$ cat src/rtl/rxh_pkg.sv
// Package: types shared by the receive holding buffer.
// Assumes: error flags are exactly parity, framing and break.
package rxh_pkg;
    typedef struct packed {
        logic brk;
        logic fe;
        logic pe;
    } rxh_err_t;

    localparam int ERR_W = 3;
endpackage

$ cat src/rtl/rxh_store.sv
// Module: storage array, pointers and occupancy for the receive buffer.
// In queue mode the capacity is DEPTH; in single mode only slot zero is
// used and the capacity is one.
// Assumes: the mode changes only while empty; a push into a full buffer
// is refused even when a pop shares the cycle.
module rxh_store
    import rxh_pkg::*;
#(
    parameter int DEPTH  = 64,
    parameter int DATA_W = 8
) (
    input  logic                       clk,
    input  logic                       rst_n,
    input  logic                       fifo_en,
    input  logic                       flush,
    input  logic                       wr_req,
    input  logic [DATA_W-1:0]          wr_data,
    input  rxh_err_t                   wr_err,
    input  logic                       rd_req,
    output logic [DATA_W-1:0]          head_data,
    output rxh_err_t                   head_err,
    output logic [$clog2(DEPTH+1)-1:0] level,
    output logic                       full,
    output logic                       wr_ok,
    output logic                       rd_ok
);
    localparam int AW  = (DEPTH > 1) ? $clog2(DEPTH) : 1;
    localparam int LW  = $clog2(DEPTH + 1);
    localparam int EW  = DATA_W + ERR_W;
    localparam logic [AW-1:0] LAST = AW'(DEPTH - 1);

    logic [EW-1:0] mem [DEPTH];
    logic [AW-1:0] wr_ptr, rd_ptr;
    logic [AW-1:0] wr_addr, rd_addr;
    logic [LW-1:0] cap;
    logic          empty;

    // Capacity, status and the accept decisions for this cycle.
    always_comb begin
        cap   = fifo_en ? LW'(DEPTH) : LW'(1);
        empty = (level == '0);
        full  = (level == cap);
        wr_ok = wr_req && !full && !flush;
        rd_ok = rd_req && !empty && !flush;
    end

    // Single mode always addresses slot zero.
    always_comb begin
        wr_addr = fifo_en ? wr_ptr : '0;
        rd_addr = fifo_en ? rd_ptr : '0;
    end

    // Head entry is read straight from the array.
    always_comb begin
        {head_err, head_data} = mem[rd_addr];
    end

    // Write an accepted character and its flags into the array.
    always_ff @(posedge clk) begin
        if (wr_ok) begin
            mem[wr_addr] <= {wr_err, wr_data};
        end
    end

    // Pointer and occupancy update; flush returns everything to empty.
    always_ff @(posedge clk) begin
        if (!rst_n || flush) begin
            wr_ptr <= '0;
            rd_ptr <= '0;
            level  <= '0;
        end else begin
            if (wr_ok && fifo_en) begin
                wr_ptr <= (wr_ptr == LAST) ? '0 : wr_ptr + 1'b1;
            end
            if (rd_ok && fifo_en) begin
                rd_ptr <= (rd_ptr == LAST) ? '0 : rd_ptr + 1'b1;
            end
            case ({wr_ok, rd_ok})
                2'b10:   level <= level + 1'b1;
                2'b01:   level <= level - 1'b1;
                default: level <= level;
            endcase
        end
    end
endmodule

$ cat src/rtl/rxh_errcount.sv
// Module: counts queued entries that carry any error flag.
// Assumes: inc/dec only for pushes and pops that the store accepted.
module rxh_errcount #(
    parameter int DEPTH = 64
) (
    input  logic clk,
    input  logic rst_n,
    input  logic flush,
    input  logic inc,
    input  logic dec,
    output logic any_err
);
    localparam int CW = $clog2(DEPTH + 1);

    logic [CW-1:0] cnt;

    // Track the number of damaged entries across pushes and pops.
    always_ff @(posedge clk) begin
        if (!rst_n || flush) begin
            cnt <= '0;
        end else begin
            case ({inc, dec})
                2'b10:   cnt <= cnt + 1'b1;
                2'b01:   cnt <= cnt - 1'b1;
                default: cnt <= cnt;
            endcase
        end
    end

    // The summary flag is high while the count is non-zero.
    always_comb begin
        any_err = (cnt != '0);
    end
endmodule

$ cat src/rtl/rxh_overrun.sv
// Module: sticky overrun flag.
// Assumes: set has priority over a clear in the same cycle.
module rxh_overrun (
    input  logic clk,
    input  logic rst_n,
    input  logic set,
    input  logic clr,
    output logic flag
);
    // Hold the flag until a status read; a new loss wins over the read.
    always_ff @(posedge clk) begin
        if (!rst_n) begin
            flag <= 1'b0;
        end else if (set) begin
            flag <= 1'b1;
        end else if (clr) begin
            flag <= 1'b0;
        end
    end
endmodule

$ cat src/rtl/rx_hold_fifo.sv
// Module: receive holding buffer with per-character error flags and
// line-status summary bits.
// Assumes: inputs are synchronous to clk; fifo_en changes only while empty.
module rx_hold_fifo
    import rxh_pkg::*;
#(
    parameter int DEPTH  = 64,
    parameter int DATA_W = 8
) (
    input  logic                       clk,
    input  logic                       rst_n,
    input  logic                       fifo_en,
    input  logic                       flush,
    input  logic                       push_valid,
    input  logic [DATA_W-1:0]          push_data,
    input  logic                       push_pe,
    input  logic                       push_fe,
    input  logic                       push_brk,
    input  logic                       pop,
    input  logic                       lsr_rd,
    output logic [DATA_W-1:0]          head_data,
    output logic                       head_pe,
    output logic                       head_fe,
    output logic                       head_brk,
    output logic                       data_ready,
    output logic                       overrun,
    output logic                       fifo_err,
    output logic [$clog2(DEPTH+1)-1:0] level
);
    rxh_err_t in_err, hd_err;
    logic     full, wr_ok, rd_ok;
    logic     lost;

    // Bundle the incoming flags.
    always_comb begin
        in_err = '{brk: push_brk, fe: push_fe, pe: push_pe};
    end

    rxh_store #(.DEPTH(DEPTH), .DATA_W(DATA_W)) u_store (
        .clk       (clk),
        .rst_n     (rst_n),
        .fifo_en   (fifo_en),
        .flush     (flush),
        .wr_req    (push_valid),
        .wr_data   (push_data),
        .wr_err    (in_err),
        .rd_req    (pop),
        .head_data (head_data),
        .head_err  (hd_err),
        .level     (level),
        .full      (full),
        .wr_ok     (wr_ok),
        .rd_ok     (rd_ok)
    );

    rxh_errcount #(.DEPTH(DEPTH)) u_errcnt (
        .clk     (clk),
        .rst_n   (rst_n),
        .flush   (flush),
        .inc     (wr_ok && (|in_err)),
        .dec     (rd_ok && (|hd_err)),
        .any_err (fifo_err)
    );

    // A character is lost when offered to a full buffer outside a flush.
    always_comb begin
        lost = push_valid && full && !flush;
    end

    rxh_overrun u_ovr (
        .clk   (clk),
        .rst_n (rst_n),
        .set   (lost),
        .clr   (lsr_rd),
        .flag  (overrun)
    );

    // Head flags and the data-ready status.
    always_comb begin
        head_pe    = hd_err.pe;
        head_fe    = hd_err.fe;
        head_brk   = hd_err.brk;
        data_ready = (level != '0);
    end
endmodule

$ cat config.mk
export PLATFORM = sky130hd
export DESIGN_NAME = rx_hold_fifo
export DESIGN_NICKNAME = d
export VERILOG_FILES = /design/src/rtl/rxh_pkg.sv /design/src/rtl/rxh_store.sv /design/src/rtl/rxh_errcount.sv /design/src/rtl/rxh_overrun.sv /design/src/rtl/rx_hold_fifo.sv
export SDC_FILE = /design/constraint.sdc
export NUM_CORES = 1
export LEC_CHECK = 0
export ABC_AREA = 1
export BUFFER_PORTS_ARGS = -buffer_cell sky130_fd_sc_hd__clkbuf_2
export CAP_MARGIN = 40
export CELL_PAD_IN_SITES_DETAIL_PLACEMENT = 0
export CELL_PAD_IN_SITES_GLOBAL_PLACEMENT = 1
export CORE_MARGIN = 4
export CORE_UTILIZATION = 30
export CTS_CLUSTER_SIZE = 14
export DETAILED_ROUTE_END_ITERATION = 6
export PLACE_DENSITY = 0.62
export RECOVER_POWER = 100
export SYNTH_ARGS = -nofsm -noshare
export SYNTH_HDL_FRONTEND = slang
export SYNTH_SLANG_ARGS = --single-unit
$ cat constraint.sdc
create_clock -name clk -period 7.4 [get_ports clk]
set_input_delay 0.37 -clock clk [delete_from_list [all_inputs] [get_ports clk]]
set_output_delay 0.37 -clock clk [all_outputs]
set_load 0.02 [all_outputs]
==> metrics.md <==
| Metric | Value |
|---|---|
| Status | `complete, but fails checks` |
| Failing checks | `max-capacitance violations, max-slew violations` |
| Area grow syn2layout | `14.1%` |
| Setup Skew | `19.2 ps` |
| Slowest CP cell | `clkinvlp_2` |
| Final instance area | `34700 um2` |
| First-pass DRT Iterations | `5` |
| Leak | `11.8 nW` |
| DRC viols | `0` |
| Total congestion overflow | `0` |
| Number of global-route vias before repair | `19803` |
| Syn. warnings | `0` |
| Number of antenna violations at the first check in global routing | `0` |
| Largest net degree at the start of global routing | `200` |
| CTS Buf Count | `80` |
| Post-Route WL | `84800 um` |
| H-tree depth | `3` |
| Number of synthesized flops with an enable pin | `704` |
| Reg2reg end | `u_errcnt.cnt[6]` |
| Count of cell types in the netlist | `36` |
| R2r worst-path depth | `23` |
| Worst EP required | `7030 ps` |
| Max cap viols | `11` |
| Die ar. | `106000 um2` |
| Sink Count | `731` |
| Arr. time, crit path | `5490 ps` |
| Final setup fails | `0` |
| Crit path depth | `9` |
| Rows | `116` |
| Critical Path Start | `u_store.rd_ptr[1]` |
| Final slew viol count | `718` |
| Port Buffer Count | `38` |
| Top_reg_cell synth | `edfxtp_1` |
| Async set-reset flop share out of synthesis | `0%` |
| Minimum clock period | `5860 ps` |
| First-pass GRT wire length | `127000 um` |
| Crit-path leading delay family | `buffers and inverters` |
| Worst r2r src | `u_store.rd_ptr[1]` |
| TritonCTS clock tree | `built` |
| HP Class | `in -> reg` |
| Cells after Synth | `2564` |
| Post-Syn Area per Cell | `11.9 um2` |
| Initial DRC count | `2013` |
| Reg2Reg Setup Slack | `1560 ps` |
| Root buffer cell | `clkbuf_16` |
| Share of layout cells above drive strength 1 | `6.46%` |
| Slew HR | `-141%` |
| Final core utilization | `34.6%` |
| Maximum fanout along the worst path | `82` |
| Clk_lat worst skew | `620 ps` |
| Cell mode on critical path | `nand3_1` |
| Placed cell area | `32400 um2` |
| Clock Pin Slew Worst Setup and Hold Paths | `60 ps` |
| DP HPWL | `49600 um` |
| Fin crit share | `79.3%` |
| GRT Total Usage | `15.6%` |
| RSZ-0062 raised after global routing | `false` |
| Critical path class | `reg -> out` |
| Initial Utilization | `30.3%` |
| Number of diodes | `0` |
| Resized cells post-CTS | `0` |
| TNS Setup | `0 ps` |
| Setup crit end | `head_data[2]` |
| Vias | `20132` |
| Core box area | `100000 um2` |
| Die Ht | `326 um` |
| Nets | `2666` |
| Final hold viol count | `0` |
| Die Width | `326 um` |
| Worst Max-Slew Pin Slew | `3610 ps` |
| Antenna Nets Post-Route | `0` |
| Sequential area share after synthesis | `71.4%` |
| Seq cells post-synth | `731` |
| Clock buffer depth | `3` |
| Setup crit end kind | `output pin` |
| Routability cong. | `0.809` |
| Worst vdd ir | `0.000168 V` |
| Max Clk Rate | `0.171 GHz` |
| CP cell instances | `nand2_8, clkinvlp_2, clkbuf_1, o311ai_0, nand3_1, nand3_1, nand3_1, nand2_1, clkbuf_1` |
| Startpoint Class | `flop` |
| Vias per inst | `4.97` |
| Boundary Pins | `39` |
| Buf/Inv on CP | `3` |
| Max stage delay on crit path | `1070 ps` |
| Pwr Density | `253 nW/um2` |
| Post-DR wirelength/cell | `20.9 um` |
| Post-Syn Area | `30400 um2` |
| Mapped Nets | `2598` |
| Postcts setup bufs | `0` |
## cells by family after synthesis
logic type / Yosys count / share of synthesized area [%]
and+or+nand+nor: 1157 / 15.8
DFF: 731 / 71.4
AOI/OAI and AO/OA: 332 / 7.02
buffers and inverters: 314 / 4.69
adders and majority gates: 16 / 0.708
xor gates and xnor gates: 14 / 0.404
## synth_stat cells (18+ instances only)
master	count	area [um2]
edfxtp_1	704	21100
o311ai_0	53	464
a21oi_1	38	190
buf_2	65	325
dfxtp_1	27	541
buf_4	29	218
clkbuf_1	50	188
o211ai_1	18	135
nand3_1	297	1490
o311ai_1	51	447
nor2_1	565	2120
o21ai_0	153	766
inv_1	153	574
nand2_1	256	961
## cell type report
type / count / area (um2)
clock buffers: 102 / 2120
clock inverters: 43 / 483
fillers: 9916 / 65600
inverters: 158 / 602
multi-input cells: 1519 / 7310
flip-flops and latches: 731 / 21700
well taps: 1357 / 1700
repair buffers: 142 / 787
## worst reg2reg max path: stages (launching register included)
cell	delay, ps
dfxtp_1	450
nand2_8	410
clkinvlp_2	920
clkbuf_1	1120
nand3_1	200
nand3_1	140
nand3_1	100
nand3_1	140
nand3_1	90
nand2_1	120
inv_1	50
nand3_1	180
nand2_1	90
inv_1	70
ha_1	320
inv_1	100
fa_1	410
o21ai_0	280
nand2_1	90
nand2_1	80
a21oi_1	70
xor2_1	140
nand2_1	60
a21oi_1	50
## state kept, by name, indices dropped and copies added, names as in the netlist
signal          flops
u_errcnt.cnt        7
u_ovr.flag          1
u_store.level       7
u_store.mem       704
u_store.rd_ptr      6
u_store.wr_ptr      6
## stage by stage
stage	power, mW	std cells	hold slack [ps]	setup WS [ps]
floorplan	4.75	2564	462	4160
global placement	4.88	3840	454	1980
detailed placement	4.89	3904	465	2040
CTS	8.87	4051	170	2480
global route	9.08	4052	233	1110
finish	8.77	4052	188	1540
## how the worst min path moves through the flow
stage                    startpoint           endpoint  cells after the start
floorplan           u_errcnt.cnt[6]    u_errcnt.cnt[6]                      2
global placement         u_ovr.flag         u_ovr.flag                      2
detailed placement       u_ovr.flag         u_ovr.flag                      2
CTS                           flush  u_store.rd_ptr[1]                      4
global route                  flush  u_store.rd_ptr[1]                      4
finish                        flush  u_store.rd_ptr[1]                      4
## layout by cell type, fill, tap and decap left out, types with 2 or more instances in the layout
cell type	count
a211oi_1	8
a21oi_1	38
buf_12	2
buf_16	5
buf_4	18
bufinv_16	9
clkbuf_1	117
clkbuf_16	81
clkbuf_2	18
clkinv_1	12
clkinv_2	15
clkinv_8	2
dfxtp_1	26
dlygate4sd3_1	2
edfxtp_1	704
fa_1	2
ha_1	14
inv_1	154
inv_6	4
nand2_1	254
nand2_8	2
nand3_1	297
nand4_1	9
nor2_1	565
nor3_1	14
nor3b_1	3
nor4_1	2
o211ai_1	18
o21ai_0	153
o22ai_1	8
o311ai_0	53
o311ai_1	51
or2_2	9
xnor2_1	3
xor2_1	11
## per-layer routing
metal / global-route usage (%) / vias up / part of all wire (%)
met5: 0 / - / 0
met2: 25.5 / 650 / 47
met4: 4.47 / 0 / 2.4
met1: 21.6 / 10084 / 44
li1: - / 9273 / -
met3: 2.49 / 125 / 5.8
## repair_timing
item                       4_1_cts  5_1_grt
hold endpoints to repair         1        0
hold buffers                     2        0
setup endpoints to repair        0        0
## power by group
part	switching [mW]	internal, mW
Combinational	0.199	0.0487
Clock	1.62	2.35
Sequential	0.00539	4.55
(Power assumes the default switching activity.)
